File: config.mk
export PLATFORM = sky130hd
export DESIGN_NAME = xproc_msg_unit
export DESIGN_NICKNAME = d
export VERILOG_FILES = /design/src/rtl/xmu_pkg.sv /design/src/rtl/xmu_lane.sv /design/src/rtl/xmu_bell.sv /design/src/rtl/xmu_port.sv /design/src/rtl/xproc_msg_unit.sv
export SDC_FILE = /design/constraint.sdc
export NUM_CORES = 1
export LEC_CHECK = 0
export ABC_AREA = 1
export BUFFER_PORTS_ARGS = -buffer_cell sky130_fd_sc_hd__clkbuf_2
export CORE_MARGIN = 5
export CORE_UTILIZATION = 45
export DETAILED_ROUTE_END_ITERATION = 6
export SLEW_MARGIN = 20
export SYNTH_ARGS = -nofsm -noshare
export SYNTH_HDL_FRONTEND = slang
export SYNTH_HIERARCHICAL = 1
export SYNTH_SLANG_ARGS = --single-unit
File: constraint.sdc
create_clock -name clk -period 4.2 [get_ports clk]
set_clock_uncertainty 0.05 [all_clocks]
set_input_delay 0.84 -clock clk [delete_from_list [all_inputs] [get_ports clk]]
set_output_delay 0.84 -clock clk [all_outputs]
set_load 0.01 [all_outputs]
File: src/rtl/xmu_pkg.sv
package xmu_pkg;
   localparam int unsigned REG_W  = 32;
   localparam int unsigned SLOTS  = 4;
   localparam int unsigned W_RX0  = 4;
   localparam int unsigned W_STAT = 8;
   localparam int unsigned W_CTRL = 9;
   localparam int unsigned GP_LSB = 28;
   localparam int unsigned RF_LSB = 24;
   localparam int unsigned TE_LSB = 20;
   localparam int unsigned GR_LSB = 16;

   typedef logic [REG_W-1:0] word_t;

   // channel bits are reversed inside their nibble
   function automatic int unsigned slot_bit(int unsigned lsb, int unsigned ch);
      return lsb + (SLOTS - 1 - ch);
   endfunction
endpackage

File: src/rtl/xmu_lane.sv
module xmu_lane
   import xmu_pkg::*;
(
   input  logic  clk,
   input  logic  rst_n,
   input  logic  load,
   input  logic  take,
   input  word_t din,
   output word_t dout,
   output logic  full
);
   always_ff @(posedge clk or negedge rst_n) begin
      if (!rst_n) begin
         dout <= '0;
         full <= 1'b0;
      end else begin
         if (load) dout <= din;
         full <= load | (full & ~take);
      end
   end
endmodule

File: src/rtl/xmu_bell.sv
module xmu_bell #(
   parameter int unsigned NUM_CH = 4
) (
   input  logic              clk,
   input  logic              rst_n,
   input  logic [NUM_CH-1:0] req_set,
   input  logic [NUM_CH-1:0] pend_clr,
   output logic [NUM_CH-1:0] req_q,
   output logic [NUM_CH-1:0] pend_q
);
   always_ff @(posedge clk or negedge rst_n) begin
      if (!rst_n) begin
         req_q  <= '0;
         pend_q <= '0;
      end else begin
         req_q  <= req_set;
         pend_q <= (pend_q & ~pend_clr) | req_q;
      end
   end
endmodule

File: src/rtl/xmu_port.sv
module xmu_port
   import xmu_pkg::*;
#(
   parameter int unsigned NUM_CH = 4,
   parameter int unsigned ADDR_W = 6
) (
   input  logic                         clk,
   input  logic                         rst_n,
   input  logic                         wr_en,
   input  logic                         rd_en,
   input  logic [ADDR_W-1:0]            addr,
   input  word_t                        wdata,
   output word_t                        rdata,
   output logic                         irq,
   input  logic [NUM_CH-1:0][REG_W-1:0] tx_word,
   input  logic [NUM_CH-1:0][REG_W-1:0] rx_word,
   input  logic [NUM_CH-1:0]            tx_busy,
   input  logic [NUM_CH-1:0]            rx_full,
   input  logic [NUM_CH-1:0]            gp_pend,
   input  logic [NUM_CH-1:0]            gp_req,
   output logic [NUM_CH-1:0]            tx_load,
   output logic [NUM_CH-1:0]            rx_take,
   output logic [NUM_CH-1:0]            req_set,
   output logic [NUM_CH-1:0]            pend_clr
);
   localparam int unsigned WORD_W = ADDR_W - 2;

   logic [WORD_W-1:0] word;
   logic              ctrl_wr;
   logic              stat_wr;
   logic [NUM_CH-1:0] gie_q;
   logic [NUM_CH-1:0] rie_q;
   logic [NUM_CH-1:0] tie_q;
   word_t             stat_w;
   word_t             ctrl_w;
   logic              unused_bits;

   assign word        = addr[ADDR_W-1:2];
   assign ctrl_wr     = wr_en && (word == WORD_W'(W_CTRL));
   assign stat_wr     = wr_en && (word == WORD_W'(W_STAT));
   assign unused_bits = ^{addr[1:0], wdata[15:0]};

   always_comb begin
      for (int ch = 0; ch < NUM_CH; ch++) begin
         tx_load[ch]  = wr_en && (word == WORD_W'(ch));
         rx_take[ch]  = rd_en && (word == WORD_W'(W_RX0 + ch));
         req_set[ch]  = ctrl_wr && wdata[slot_bit(GR_LSB, ch)];
         pend_clr[ch] = stat_wr && wdata[slot_bit(GP_LSB, ch)];
      end
   end

   always_ff @(posedge clk or negedge rst_n) begin
      if (!rst_n) begin
         gie_q <= '0;
         rie_q <= '0;
         tie_q <= '0;
      end else if (ctrl_wr) begin
         for (int ch = 0; ch < NUM_CH; ch++) begin
            gie_q[ch] <= wdata[slot_bit(GP_LSB, ch)];
            rie_q[ch] <= wdata[slot_bit(RF_LSB, ch)];
            tie_q[ch] <= wdata[slot_bit(TE_LSB, ch)];
         end
      end
   end

   always_comb begin
      stat_w = '0;
      ctrl_w = '0;
      for (int ch = 0; ch < NUM_CH; ch++) begin
         stat_w[slot_bit(GP_LSB, ch)] = gp_pend[ch];
         stat_w[slot_bit(RF_LSB, ch)] = rx_full[ch];
         stat_w[slot_bit(TE_LSB, ch)] = ~tx_busy[ch];
         ctrl_w[slot_bit(GP_LSB, ch)] = gie_q[ch];
         ctrl_w[slot_bit(RF_LSB, ch)] = rie_q[ch];
         ctrl_w[slot_bit(TE_LSB, ch)] = tie_q[ch];
         ctrl_w[slot_bit(GR_LSB, ch)] = gp_req[ch];
      end
   end

   always_comb begin
      rdata = '0;
      for (int ch = 0; ch < NUM_CH; ch++) begin
         if (word == WORD_W'(ch))         rdata = tx_word[ch];
         if (word == WORD_W'(W_RX0 + ch)) rdata = rx_word[ch];
      end
      if (word == WORD_W'(W_STAT)) rdata = stat_w;
      if (word == WORD_W'(W_CTRL)) rdata = ctrl_w;
   end

   assign irq = (|(gp_pend & gie_q)) | (|(rx_full & rie_q)) | (|(~tx_busy & tie_q));
endmodule

File: src/rtl/xproc_msg_unit.sv
module xproc_msg_unit
   import xmu_pkg::*;
#(
   parameter int unsigned NUM_CH   = 4,
   parameter int unsigned ADDR_W   = 6,
   parameter bit          IRQ_FLOP = 1'b0
) (
   input  logic              clk,
   input  logic              rst_n,
   input  logic              a_wr_en,
   input  logic              a_rd_en,
   input  logic [ADDR_W-1:0] a_addr,
   input  logic [REG_W-1:0]  a_wdata,
   output logic [REG_W-1:0]  a_rdata,
   output logic              a_irq,
   input  logic              b_wr_en,
   input  logic              b_rd_en,
   input  logic [ADDR_W-1:0] b_addr,
   input  logic [REG_W-1:0]  b_wdata,
   output logic [REG_W-1:0]  b_rdata,
   output logic              b_irq
);
   if (NUM_CH < 1 || NUM_CH > SLOTS) begin : g_bad_ch
      $error("NUM_CH must be between 1 and 4");
   end
   if (ADDR_W < 6) begin : g_bad_addr
      $error("ADDR_W must cover offsets up to 0x24");
   end

   logic [NUM_CH-1:0][REG_W-1:0] ab_data;
   logic [NUM_CH-1:0][REG_W-1:0] ba_data;
   logic [NUM_CH-1:0] ab_full, ba_full;
   logic [NUM_CH-1:0] ab_gir, ba_gir;
   logic [NUM_CH-1:0] a_pend, b_pend;
   logic [NUM_CH-1:0] a_tx_load, a_rx_take, a_req_set, a_pend_clr;
   logic [NUM_CH-1:0] b_tx_load, b_rx_take, b_req_set, b_pend_clr;
   logic              a_irq_raw, b_irq_raw;

   for (genvar ch = 0; ch < NUM_CH; ch++) begin : g_lane
      xmu_lane u_ab (
         .clk(clk), .rst_n(rst_n), .load(a_tx_load[ch]), .take(b_rx_take[ch]),
         .din(a_wdata), .dout(ab_data[ch]), .full(ab_full[ch])
      );
      xmu_lane u_ba (
         .clk(clk), .rst_n(rst_n), .load(b_tx_load[ch]), .take(a_rx_take[ch]),
         .din(b_wdata), .dout(ba_data[ch]), .full(ba_full[ch])
      );
   end

   xmu_bell #(.NUM_CH(NUM_CH)) u_bell_ab (
      .clk(clk), .rst_n(rst_n), .req_set(a_req_set), .pend_clr(b_pend_clr),
      .req_q(ab_gir), .pend_q(b_pend)
   );
   xmu_bell #(.NUM_CH(NUM_CH)) u_bell_ba (
      .clk(clk), .rst_n(rst_n), .req_set(b_req_set), .pend_clr(a_pend_clr),
      .req_q(ba_gir), .pend_q(a_pend)
   );

   xmu_port #(.NUM_CH(NUM_CH), .ADDR_W(ADDR_W)) u_port_a (
      .clk(clk), .rst_n(rst_n), .wr_en(a_wr_en), .rd_en(a_rd_en), .addr(a_addr),
      .wdata(a_wdata), .rdata(a_rdata), .irq(a_irq_raw),
      .tx_word(ab_data), .rx_word(ba_data), .tx_busy(ab_full), .rx_full(ba_full),
      .gp_pend(a_pend), .gp_req(ab_gir),
      .tx_load(a_tx_load), .rx_take(a_rx_take), .req_set(a_req_set), .pend_clr(a_pend_clr)
   );
   xmu_port #(.NUM_CH(NUM_CH), .ADDR_W(ADDR_W)) u_port_b (
      .clk(clk), .rst_n(rst_n), .wr_en(b_wr_en), .rd_en(b_rd_en), .addr(b_addr),
      .wdata(b_wdata), .rdata(b_rdata), .irq(b_irq_raw),
      .tx_word(ba_data), .rx_word(ab_data), .tx_busy(ba_full), .rx_full(ab_full),
      .gp_pend(b_pend), .gp_req(ba_gir),
      .tx_load(b_tx_load), .rx_take(b_rx_take), .req_set(b_req_set), .pend_clr(b_pend_clr)
   );

   if (IRQ_FLOP) begin : g_irq_reg
      always_ff @(posedge clk or negedge rst_n) begin
         if (!rst_n) begin
            a_irq <= 1'b0;
            b_irq <= 1'b0;
         end else begin
            a_irq <= a_irq_raw;
            b_irq <= b_irq_raw;
         end
      end
   end else begin : g_irq_comb
      assign a_irq = a_irq_raw;
      assign b_irq = b_irq_raw;
   end
endmodule

# Word-level counts from Yosys, hierarchy flattened
# Cells that the tools add are included.
[op_classes] reduce_logical=44 n_div=0 shifts=0 addsub=0 eq_ne=18 n_lt_le_gt_ge=0 mul=0 bitwise=50 mux=20
[ops] cell="2-to-1 mux 32 bit" n=20
[ops] cell="logical AND 1 bit" n=36
[ops] cell="AND 4 bit" n=8
[ops] cell="== test 4 x 3 -> 1 bit, second input constant" n=8
[ops] cell="OR reduction 4 bit" n=6
[ops] cell="== test 4 x 2 -> 1 bit, second input constant" n=4
[ops] cell="== test 4 bit, second input constant" n=4
[ops] cell="NOT 1 bit" n=16
[ops] cell="NOT 4 bit" n=4
[ops] cell="OR 1 bit" n=12
[ops] cell="AND 1 bit" n=8
[ops] cell="== test 4 x 1 -> 1 bit, second input constant" n=2
[ops] cell="logical NOT 4 bit" n=2
[ops] cell="OR 4 bit" n=2
[totals] latch_bits=0 n_memories=0 rom_bits=0 output_inout_bits=66 input_bits=82 ff_bits=304 elab_cells=158 ramBits=0

# Longest topological paths before layout
# Gate-level depths: netlist of the first run.
[depth] depth_word=11 ltp_mapped=13

# Modules after synthesis
# The synthesis of the first run kept the hierarchy.
[by_module_without_submodules] module="xmu_lane" seq_area_each_um2=825.8 area_each_um2=1326.3 cells_per_inst=140 instances=8
[by_module_without_submodules] module="xmu_port" seq_area_each_um2=300.3 area_each_um2=3165.5 cells_per_inst=649 instances=2
[by_module_without_submodules] module="xmu_bell" seq_area_each_um2=200.2 area_each_um2=260.2 cells_per_inst=24 instances=2

# Worst setup path before layout of the first run
# No wires, ideal clock.
[synth_path] kind="input port to output port" start="input a_addr[2]" end="output a_rdata[30]" slack_ns=1.392 t_arrival_ns=1.918 path_buffers=2 cell_stages=9 required_time_ns=3.310 cell_sequence="buf_4 > nor2_2 > buf_2 > nand3_1 > nand3_1 > nor2_1 > nand4_1 > nor2_1 > nor2_1"
[synth_via] elab_chain_len=11 word_cells_on_any_way=20 cone_classes="eq/ne (9); mux (10); reduce/logical (1)"
[synth_lines] item="start: declaration" line_no="xproc_msg_unit.sv:12" source="input logic [ADDR_W-1:0] a_addr,"
[synth_lines] item="logical NOT 4 bit" line_no="xmu_port.sv:83" source="if (word == WORD_W'(ch)) rdata = tx_word[ch];"
[synth_lines] item="2-to-1 mux 32 bit" line_no="xmu_port.sv:83"
[synth_lines] item="2-to-1 mux 32 bit" line_no="xmu_port.sv:84" source="if (word == WORD_W'(W_RX0 + ch)) rdata = rx_word[ch];"
[synth_lines] item="2-to-1 mux 32 bit" line_no="xmu_port.sv:83"
[synth_lines] item="2-to-1 mux 32 bit" line_no="xmu_port.sv:84"
[synth_lines] item="2-to-1 mux 32 bit" line_no="xmu_port.sv:83"
[synth_lines] item="2-to-1 mux 32 bit" line_no="xmu_port.sv:84"
[synth_lines] item="2-to-1 mux 32 bit" line_no="xmu_port.sv:83"
[synth_lines] item="2-to-1 mux 32 bit" line_no="xmu_port.sv:84"
[synth_lines] item="2-to-1 mux 32 bit" line_no="xmu_port.sv:86" source="if (word == WORD_W'(W_STAT)) rdata = stat_w;"
[synth_lines] item="2-to-1 mux 32 bit *" line_no="xmu_port.sv:87" source="if (word == WORD_W'(W_CTRL)) rdata = ctrl_w;"
[synth_lines] item="end: declaration" line_no="xproc_msg_unit.sv:14" source="output logic [REG_W-1:0] a_rdata,"
# Mark *: on every way between the ends. The rest lies on a longest branch, timed or not.

# Final worst setup path of the first run
[layout_path] start="input b_addr[5]" end="output b_rdata[17]"
[layout_via] elab_chain_len=11 word_cells_on_any_way=20 cone_classes="eq/ne (9); mux (10); reduce/logical (1)"
[layout_lines] item="start: declaration" line_no="xproc_msg_unit.sv:18" source="input logic [ADDR_W-1:0] b_addr,"
[layout_lines] item="logical NOT 4 bit" line_no="xmu_port.sv:83"
[layout_lines] item="2-to-1 mux 32 bit" line_no="xmu_port.sv:83"
[layout_lines] item="2-to-1 mux 32 bit" line_no="xmu_port.sv:84"
[layout_lines] item="2-to-1 mux 32 bit" line_no="xmu_port.sv:83"
[layout_lines] item="2-to-1 mux 32 bit" line_no="xmu_port.sv:84"
[layout_lines] item="2-to-1 mux 32 bit" line_no="xmu_port.sv:83"
[layout_lines] item="2-to-1 mux 32 bit" line_no="xmu_port.sv:84"
[layout_lines] item="2-to-1 mux 32 bit" line_no="xmu_port.sv:83"
[layout_lines] item="2-to-1 mux 32 bit" line_no="xmu_port.sv:84"
[layout_lines] item="2-to-1 mux 32 bit" line_no="xmu_port.sv:86"
[layout_lines] item="2-to-1 mux 32 bit *" line_no="xmu_port.sv:87"
[layout_lines] item="end: declaration" line_no="xproc_msg_unit.sv:20" source="output logic [REG_W-1:0] b_rdata,"
# Marked as above.

==> results.toml, run 1 <==
[floorplanning]
core_mm2 = 0.0386
die_w_um = 207
pin_count = 148
dieArea_mm2 = 0.0428
die_h_um = 207
initial_core_util_pct = 45.3
rows = 72

[cts]
root_buffer = "clkbuf_16"
clk_pin_slew_ps = 60
ctsHoldBuffers = 0
clock_latency_ps = 540
cts_sinks = 304
clock_path_buffers = 3
cts_buffers = 36
cts_max_level = 2
postCtsSetupRepairBufs = 0
post_cts_resize_count = 0
cts_tree = "yes"

[worst_setup_path]
worstPathArrival_ps = 2890
critPathKind = "in2out"
reg2reg_from = "u_port_b/rie_q[0]"
cpMaxStageDelayCell = "inv_2"
end_kind = "primary output"
worstSetupStartpoint = "b_addr[5]"
worst-path-max-fanout = 28
start_kind = "input port"
cp_cell_sequence = "clkbuf_2 -> inv_1 -> nand2_2 -> nor2_4 -> inv_2 -> or2_2 -> nand2_1 -> nand2_1 -> clkbuf_2"
critPathRequiredTime_ps = 3310
path_delay_family = "simple AND/OR/NAND/NOR gates"
cp_num_buf_inv = 4
slowest_delay_ps = 470

[timing]
worstMarginPinSlew_ps = 993
hold_viol = 0
fmax_mhz = 264
finalMaxSlewViolations = 0
whs_ps = 305
slew-limit-headroom_pct = 33.8
fin_crit_sh_pct = 90.1
finalSetupViolCount = 0
setup_tns_ps = 0
rsz0062_at_grt = "false"
period_needed_ps = 3780

[route]
drtPass1Iterations = 7
drt-total-wl_mm = 65.0
drt_iter0_drc = 1716
post_drt_wl_per_cell_um = 20.7
postRouteAntennaNets = 0
dr_total_vias = 16716
via_per_inst = 5.33
drc = 4

[final_layout]
layout_commonest_cell = "nand2_1"
final_cell_mix = "nand2_1 (1166), dfrtp_1 (304), inv_1 (194), nor2_1 (184)"
finish.utilization_pct = 50.6
drive_gt1_share_pct = 16.0
stdcell_area_mm2 = 0.0195
syn2layout_area_growth_pct = 11.8
nNetsFinal = 2681

[yosys]
yosys_warnings = 6
synth_cell_types = 34
synthTopCellsByArea = "dfrtp_1 (44%), nand2_1 (25%), inv_1 (4.2%)"
netlist_instances = 2466
syn_avg_cell_area_um2 = 7.08
synth_area_mm2 = 0.0175
synth-seq-area-share_pct = 43.6
yosysTopAreaCellShare_pct = 43.6
yosysTopAreaCell = "dfrtp_1"
ys_ff_latch = 304
synth_fp_nets = 2548

[global_route]
grt_pass1_vias = 16036
grt_max_degree = 113
grt_pass1_wl_mm = 97.5
antenna_found_initial = 2
track_usage_pct = 30.3
gr-total-overflow = 0

[pwr]
ir_worst_vdd_uv = 323
power.leakage_nw = 10.4
p_per_area_mw_per_mm2 = 438

[run_status]
status = "finished with violations"
violations = "DRC"

[run]
max_cap_viol_count = 0

[min_path]
hp-class = "in2async"

[place]
io_buffers = 143
placed_area_mm2 = 0.0184
place_hpwl_mm = 42.2
routabilityCongestion = 0.930
==> cell families (layout without fill, tap and decap cells) <==
logic type | Yosys count | in the layout | synth area share (%)
other cells | 0 | 1 | 0
simple gates | 1728 | 1728 | 41.8
compound gates | 100 | 100 | 3.08
flops | 304 | 304 | 43.6
buf+inv | 326 | 479 | 11.1
mux | 8 | 8 | 0.516
==> sequential cells by signal, indices dropped and copies added (netlist names) <==
signal and cells:
u_port_a/rie_q 4, u_bell_ab/pend_q 4, u_port_b/gie_q 4, u_port_b/tie_q 4
g_lane.u_ab/dout 128, u_bell_ba/pend_q 4, u_bell_ba/req_q 4, u_port_a/gie_q 4
g_lane.u_ba/dout 128, g_lane.u_ab/full 4, u_port_a/tie_q 4, u_port_b/rie_q 4
u_bell_ab/req_q 4, g_lane.u_ba/full 4
==> where the power goes <==
| part | switching, mW | internal (mW) |
|---|---|---|
| sequential | 0.498 | 3.52 |
| combinational | 0.916 | 0.531 |
| clock | 1.26 | 1.83 |
| total | 2.68 | 5.88 |
==> stage by stage <==
step,setup WS (ps),cells,power [mW]
after floorplan,1390,2466,4.86
after global placement,514,3079,5.44
after detailed placement,512,3079,5.49
after CTS,512,3137,8.59
after global routing,400,3138,8.98
final,417,3138,8.56
==> synth_stat cells, drive strengths merged <==
master / instances
nor4: 2
mux2: 8
clkinv: 2
nand3: 142
dfrtp: 304
nor2: 212
o21ai: 22
a21oi: 62
buf: 78
o22ai: 8
clkbuf: 34
nand4: 62
or2: 58
a22o: 2
nor3: 6
nand2: 1246
a221oi: 4
a211oi: 2
inv: 212
==> final timing paths <==
path                                           to  slack (ps)  cells past startpoint
max reg2reg                     u_port_b/rie_q[0]        3360                      1
min in group clk              u_bell_ab/pend_q[0]         410                      2
max in group asynchronous       u_port_b/rie_q[0]        2790                      2
max                                   b_rdata[17]         420                      9
min reg2reg                   u_bell_ab/pend_q[0]         410                      2
min                        g_lane[3].u_ab/dout[6]         300                      1
==> cell type report <==
type	instances	area [um^2]
Fill cell	3934	19000
Antenna cell	1	2.50
Clock buffer	52	1070
Tap cell	518	648
Timing Repair Buffer	207	1270
Clock inverter	6	68.8
Multi-Input combinational cell	1836	7990
Inverter	214	868
Sequential cell	304	7610
==> layer usage <==
| layer | GRT usage [%] | share of wire [%] | vias to the layer above |
|---|---|---|---|
| met3 | 5.41 | 10 | 200 |
| met4 | 12.0 | 4.6 | 2 |
| met5 | 0 | 0.020 | - |
| met1 | 41.8 | 41 | 7777 |
| li1 | - | - | 7824 |
| met2 | 47.5 | 44 | 913 |
Power figures use the tool's default switching activity.
==> inputs of run 2 (changes only) <==
--- a/config.mk
+++ b/config.mk
@@ -10,6 +10,7 @@
 export CORE_MARGIN = 5
 export CORE_UTILIZATION = 45
 export DETAILED_ROUTE_END_ITERATION = 6
+export SETUP_SLACK_MARGIN = 0.3
 export SLEW_MARGIN = 20
 export SYNTH_ARGS = -nofsm -noshare
 export SYNTH_HDL_FRONTEND = slang
==> constraint.sdc (replaced) <==
create_clock -name clk -period 4.2 [get_ports clk]
set_clock_uncertainty 0.05 [all_clocks]
set_input_delay 0.84 -clock clk [delete_from_list [all_inputs] [get_ports clk]]
set_output_delay 0.84 -clock clk [all_outputs]
set_load 0.005 [all_outputs]
==> run 2 against run 1 <==
Net effect:
- the flow now finishes without violations
- flip-flop and latch count is the same
- setup slack better by 190 ps
- core utilization hardly changed
- critical path type unchanged
- largest cell class unchanged
- highest routed layer unchanged
==> results.toml, run 2 (same netlist as run 1, synthesis figures left out) <==
[timing]
hold_viol = 0
fin_crit_sh_pct = 85.6
fmax_mhz = 278
finalSetupViolCount = 0
worst_slack_ps = 603
setup_tns_ps = 0
period_needed_ps = 3600
worstMarginPinSlew_ps = 1020
whs_ps = 330
slew-limit-headroom_pct = 32.0
rsz0062_at_grt = "false"
finalMaxSlewViolations = 0

[final_layout]
nNetsFinal = 2682
final_cell_mix = "nand2_1 (1166), dfrtp_1 (304), inv_1 (194), nor2_1 (184)"
final-seq-area_mm2 = 0.00761
layout_commonest_cell = "nand2_1"
syn2layout_area_growth_pct = 11.9
drive_gt1_share_pct = 15.9
fillers = 3910
multi_input_area_mm2 = 0.00799
top_regs = "g_lane.u_ab/dout x128, g_lane.u_ba/dout x128"

[route]
drt-total-wl_mm = 66.0
drt_iter0_drc = 1855
postRouteAntennaNets = 0
post_drt_wl_per_cell_um = 21.0
drtPass1Iterations = 6
dr_total_vias = 16928
drc = 0
via_per_inst = 5.39

[global_route]
track_usage_pct = 30.6
gr-total-overflow = 0
grt_pass1_vias = 15961
antenna_found_initial = 2
grt_max_degree = 108
grt_pass1_wl_mm = 98.6

[run_status]
status = "finished, final reports clean"

[pwr]
p_per_area_mw_per_mm2 = 435
ir_worst_vdd_uv = 258
power.leakage_nw = 10.5

[worst_setup_path]
critPathRequiredTime_ps = 3310
start_kind = "input port"
worst-path-max-fanout = 13
rrSetupSlack_ps = 3370
worstPathArrival_ps = 2710
critPathKind = "in2out"
reg2regPathDepth = 1
reg2reg_from = "u_port_a/rie_q[1]"
end_kind = "primary output"
timing.rr.end = "u_port_a/rie_q[1]"

[floorplanning]
initial_core_util_pct = 45.3
dieArea_mm2 = 0.0428
rows = 72
die_w_um = 207
die_h_um = 207
core_mm2 = 0.0386
pin_count = 148

[cts]
clock_path_buffers = 3
clock_latency_ps = 530
root_buffer = "clkbuf_16"
cts_buffers = 36
cts_sinks = 304
ctsHoldBuffers = 0
postCtsSetupRepairBufs = 0
cts_tree = "yes"
cts_max_level = 2
clk_pin_slew_ps = 60
post_cts_resize_count = 0

[place]
place_hpwl_mm = 42.7
routabilityCongestion = 0.932
io_buffers = 143
dp_slack_ps = 670

[min_path]
hp-class = "in2async"

[run]
max_cap_viol_count = 0
[run 2: final cells by class]
cell class | instances | area share [%]
multi-input combinational | 1836 | 40.9
sequential | 304 | 38.9
timing repair buffer | 208 | 6.66
clock inverter | 3 | 0.134
clock buffer | 57 | 5.64
tap | 518 | 3.32
inverter | 214 | 4.44
antenna | 1 | 0.0128
[run 2: worst max-delay path by stage]
stage	start	endpoint	slack, ps	cells past startpoint
after detailed placement	b_addr[5]	b_rdata[28]	670	11
after CTS	b_addr[5]	b_rdata[28]	670	11
after global routing	b_addr[5]	b_rdata[28]	500	12
final	a_addr[2]	a_rdata[31]	600	10
after floorplan	a_addr[2]	a_rdata[30]	1450	9
after global placement	a_addr[2]	a_rdata[17]	670	12
[run 2: where the power goes]
part	internal, mW	leakage [nW]	switching [mW]
Combinational	0.532	6.07	0.892
Clock	1.79	0.554	1.26
Sequential	3.52	3.83	0.499
Total	5.85	10.5	2.65
[run 2: critical path, cell delays in order]
cell and delay [ps]:
clkbuf_2 210, nor2_2 550, buf_4 360, nand3_1 120
nand3_1 110, nor2_1 60, nand4_1 80, nand2_1 60
nand3_1 150, clkbuf_2 150
[run 2: through the flow]
stage | area, um^2 | util (%) | power, mW | std cells
3_3_place_gp | 18400 | 47.8 | 5.41 | 3080
2_1_floorplan | 17500 | - | 4.83 | 2466
3_5_place_dp | 18400 | 47.8 | 5.46 | 3080
4_1_cts | 19500 | 50.7 | 8.51 | 3140
5_1_grt | 19500 | 50.7 | 8.93 | 3141
6_report | 19500 | 50.7 | 8.50 | 3141
[run 2: metal layers]
layer | vias up | global-route usage [%] | share of wire, %
met5 | - | 0 | 0.020
met2 | 893 | 47.3 | 44
met4 | 2 | 11.9 | 4.4
met1 | 7982 | 43.4 | 42
met3 | 204 | 5.01 | 9.2
li1 | 7847 | - | -
==> inputs of run 3 (changes only) <==
--- a/config.mk
+++ b/config.mk
@@ -7,6 +7,7 @@
 export LEC_CHECK = 0
 export ABC_AREA = 1
 export BUFFER_PORTS_ARGS = -buffer_cell sky130_fd_sc_hd__clkbuf_2
+export CORE_ASPECT_RATIO = 1.1
 export CORE_MARGIN = 5
 export CORE_UTILIZATION = 45
 export DETAILED_ROUTE_END_ITERATION = 6
==> run 3 against run 2 <==
Net effect:
- routed wire length up 0.42%
- critical path depth unchanged
- clock power up 12%
- setup slack worse by 62 ps
- largest cell class unchanged
==> results.toml, run 3 (same netlist as run 1, synthesis figures left out) <==
[final_layout]
final_cell_mix = "nand2_1 (1166), dfrtp_1 (304), inv_1 (194), nor2_1 (184)"
antenna_cells = 0
top_regs = "g_lane.u_ab/dout x128, g_lane.u_ba/dout x128"
drive_gt1_share_pct = 16.2
stdcell_area_mm2 = 0.0196
fillers = 3827
nNetsFinal = 2679
syn2layout_area_growth_pct = 12.5
layout_commonest_cell = "nand2_1"
finish.utilization_pct = 51.3

[route]
drt-total-wl_mm = 66.3
drc = 0
drt_iter0_drc = 1726
via_per_inst = 5.38
drtPass1Iterations = 5
postRouteAntennaNets = 0
dr_total_vias = 16827
post_drt_wl_per_cell_um = 21.2

[cts]
cts_sinks = 304
root_buffer = "clkbuf_16"
postCtsSetupRepairBufs = 0
post_cts_resize_count = 0
clock_latency_ps = 540
cts_tree = "yes"
cts_max_level = 2
ctsHoldBuffers = 0
clk_pin_slew_ps = 60
cts_buffers = 38
clock_path_buffers = 3

[run]
max_cap_viol_count = 0

[timing]
fin_crit_sh_pct = 87.1
rsz0062_at_grt = "false"
hold_viol = 0
fmax_mhz = 273
worstMarginPinSlew_ps = 911
finalSetupViolCount = 0
finalMaxSlewViolations = 0
setup_tns_ps = 0
period_needed_ps = 3660
whs_ps = 265
slew-limit-headroom_pct = 39.1

[worst_setup_path]
critPathKind = "in2out"
worstPathArrival_ps = 2770
cp-endpoint = "a_rdata[28]"
reg2regPathDepth = 1
start_kind = "input port"
end_kind = "primary output"
timing.rr.end = "u_port_a/rie_q[0]"
rrSetupSlack_ps = 3360
critPathRequiredTime_ps = 3310
worst-path-max-fanout = 19
worstSetupStartpoint = "a_addr[3]"
reg2reg_from = "u_port_a/rie_q[0]"

[run_status]
status = "finished, final reports clean"

[global_route]
track_usage_pct = 30.5
grt_util_met3_pct = 6.26
grt_max_degree = 84
met2_usage_pct = 48.3
use_met1_pct = 40.1
grt_pass1_vias = 16442
antenna_found_initial = 1
gr-total-overflow = 0
grt_most_used_layer = "met2"
grt_pass1_wl_mm = 99.6

[pwr]
ir_worst_vdd_uv = 282
p_per_area_mw_per_mm2 = 451
power.leakage_nw = 10.5

[place]
place_hpwl_mm = 42.3
routabilityCongestion = 0.930
io_buffers = 143
placed_area_mm2 = 0.0183

[floorplanning]
die_w_um = 198
pin_count = 148
rows = 75
core_mm2 = 0.0383
initial_core_util_pct = 45.6
dieArea_mm2 = 0.0428
die_h_um = 217

[min_path]
hp-class = "in2async"
==> run 3: changes by cell type in the layout (fill, tap and decap cells not counted), sizes merged <==
cell      delta
buf          -5
bufinv       +4
clkinv       +2
clkinvlp     +2
clkbuf       -1
diode        -1
inv          +1
==> run 3: worst min-delay path by stage <==
stage          cells past startpoint          startpoint                endpoint
2_1_floorplan                      2  u_bell_ab/req_q[0]     u_bell_ab/pend_q[0]
3_3_place_gp                       2  u_bell_ab/req_q[1]     u_bell_ab/pend_q[1]
3_5_place_dp                       2  u_bell_ab/req_q[2]     u_bell_ab/pend_q[2]
4_1_cts                            1               rst_n  g_lane[3].u_ab/dout[5]
5_1_grt                            1               rst_n  g_lane[3].u_ab/dout[3]
6_report                           1               rst_n  g_lane[3].u_ab/dout[3]
==> run 3: power by group <==
group | switching (mW) | internal, mW
logic | 0.892 | 0.529
registers | 0.497 | 3.52
clock network | 1.31 | 2.12
==> run 3: critical path, stage by stage <==
cell,delay (ps)
clkbuf_2,210
inv_4,100
nor2_4,220
nand2_1,120
inv_2,540
nand2_1,130
nand4_1,190
nand2_1,90
nand4_1,170
clkbuf_2,150
==> run 3: per-stage QoR <==
stage	worst slack, ps	total power, mW	cells
4_1_cts	639	8.91	3125
6_report	541	8.87	3125
2_1_floorplan	1450	4.83	2466
3_5_place_dp	638	5.47	3057
5_1_grt	493	9.31	3125
3_3_place_gp	661	5.41	3057
==> run 3: final cells by class <==
| class | count | area [um^2] | area share (%) |
|---|---|---|---|
| Tap cell | 500 | 626 | 3.18 |
| Timing Repair Buffer | 203 | 1250 | 6.37 |
| Clock inverter | 12 | 169 | 0.860 |
| Inverter | 214 | 868 | 4.42 |
| Clock buffer | 56 | 1140 | 5.80 |
| Sequential cell | 304 | 7610 | 38.7 |
| Multi-Input combinational cell | 1836 | 7990 | 40.7 |
==> run 3: metal layers <==
metal,vias up,part of all wire (%)
met1,7879,40
met4,2,5.0
met2,907,45
met5,-,0.020
li1,7828,-
met3,211,9.9
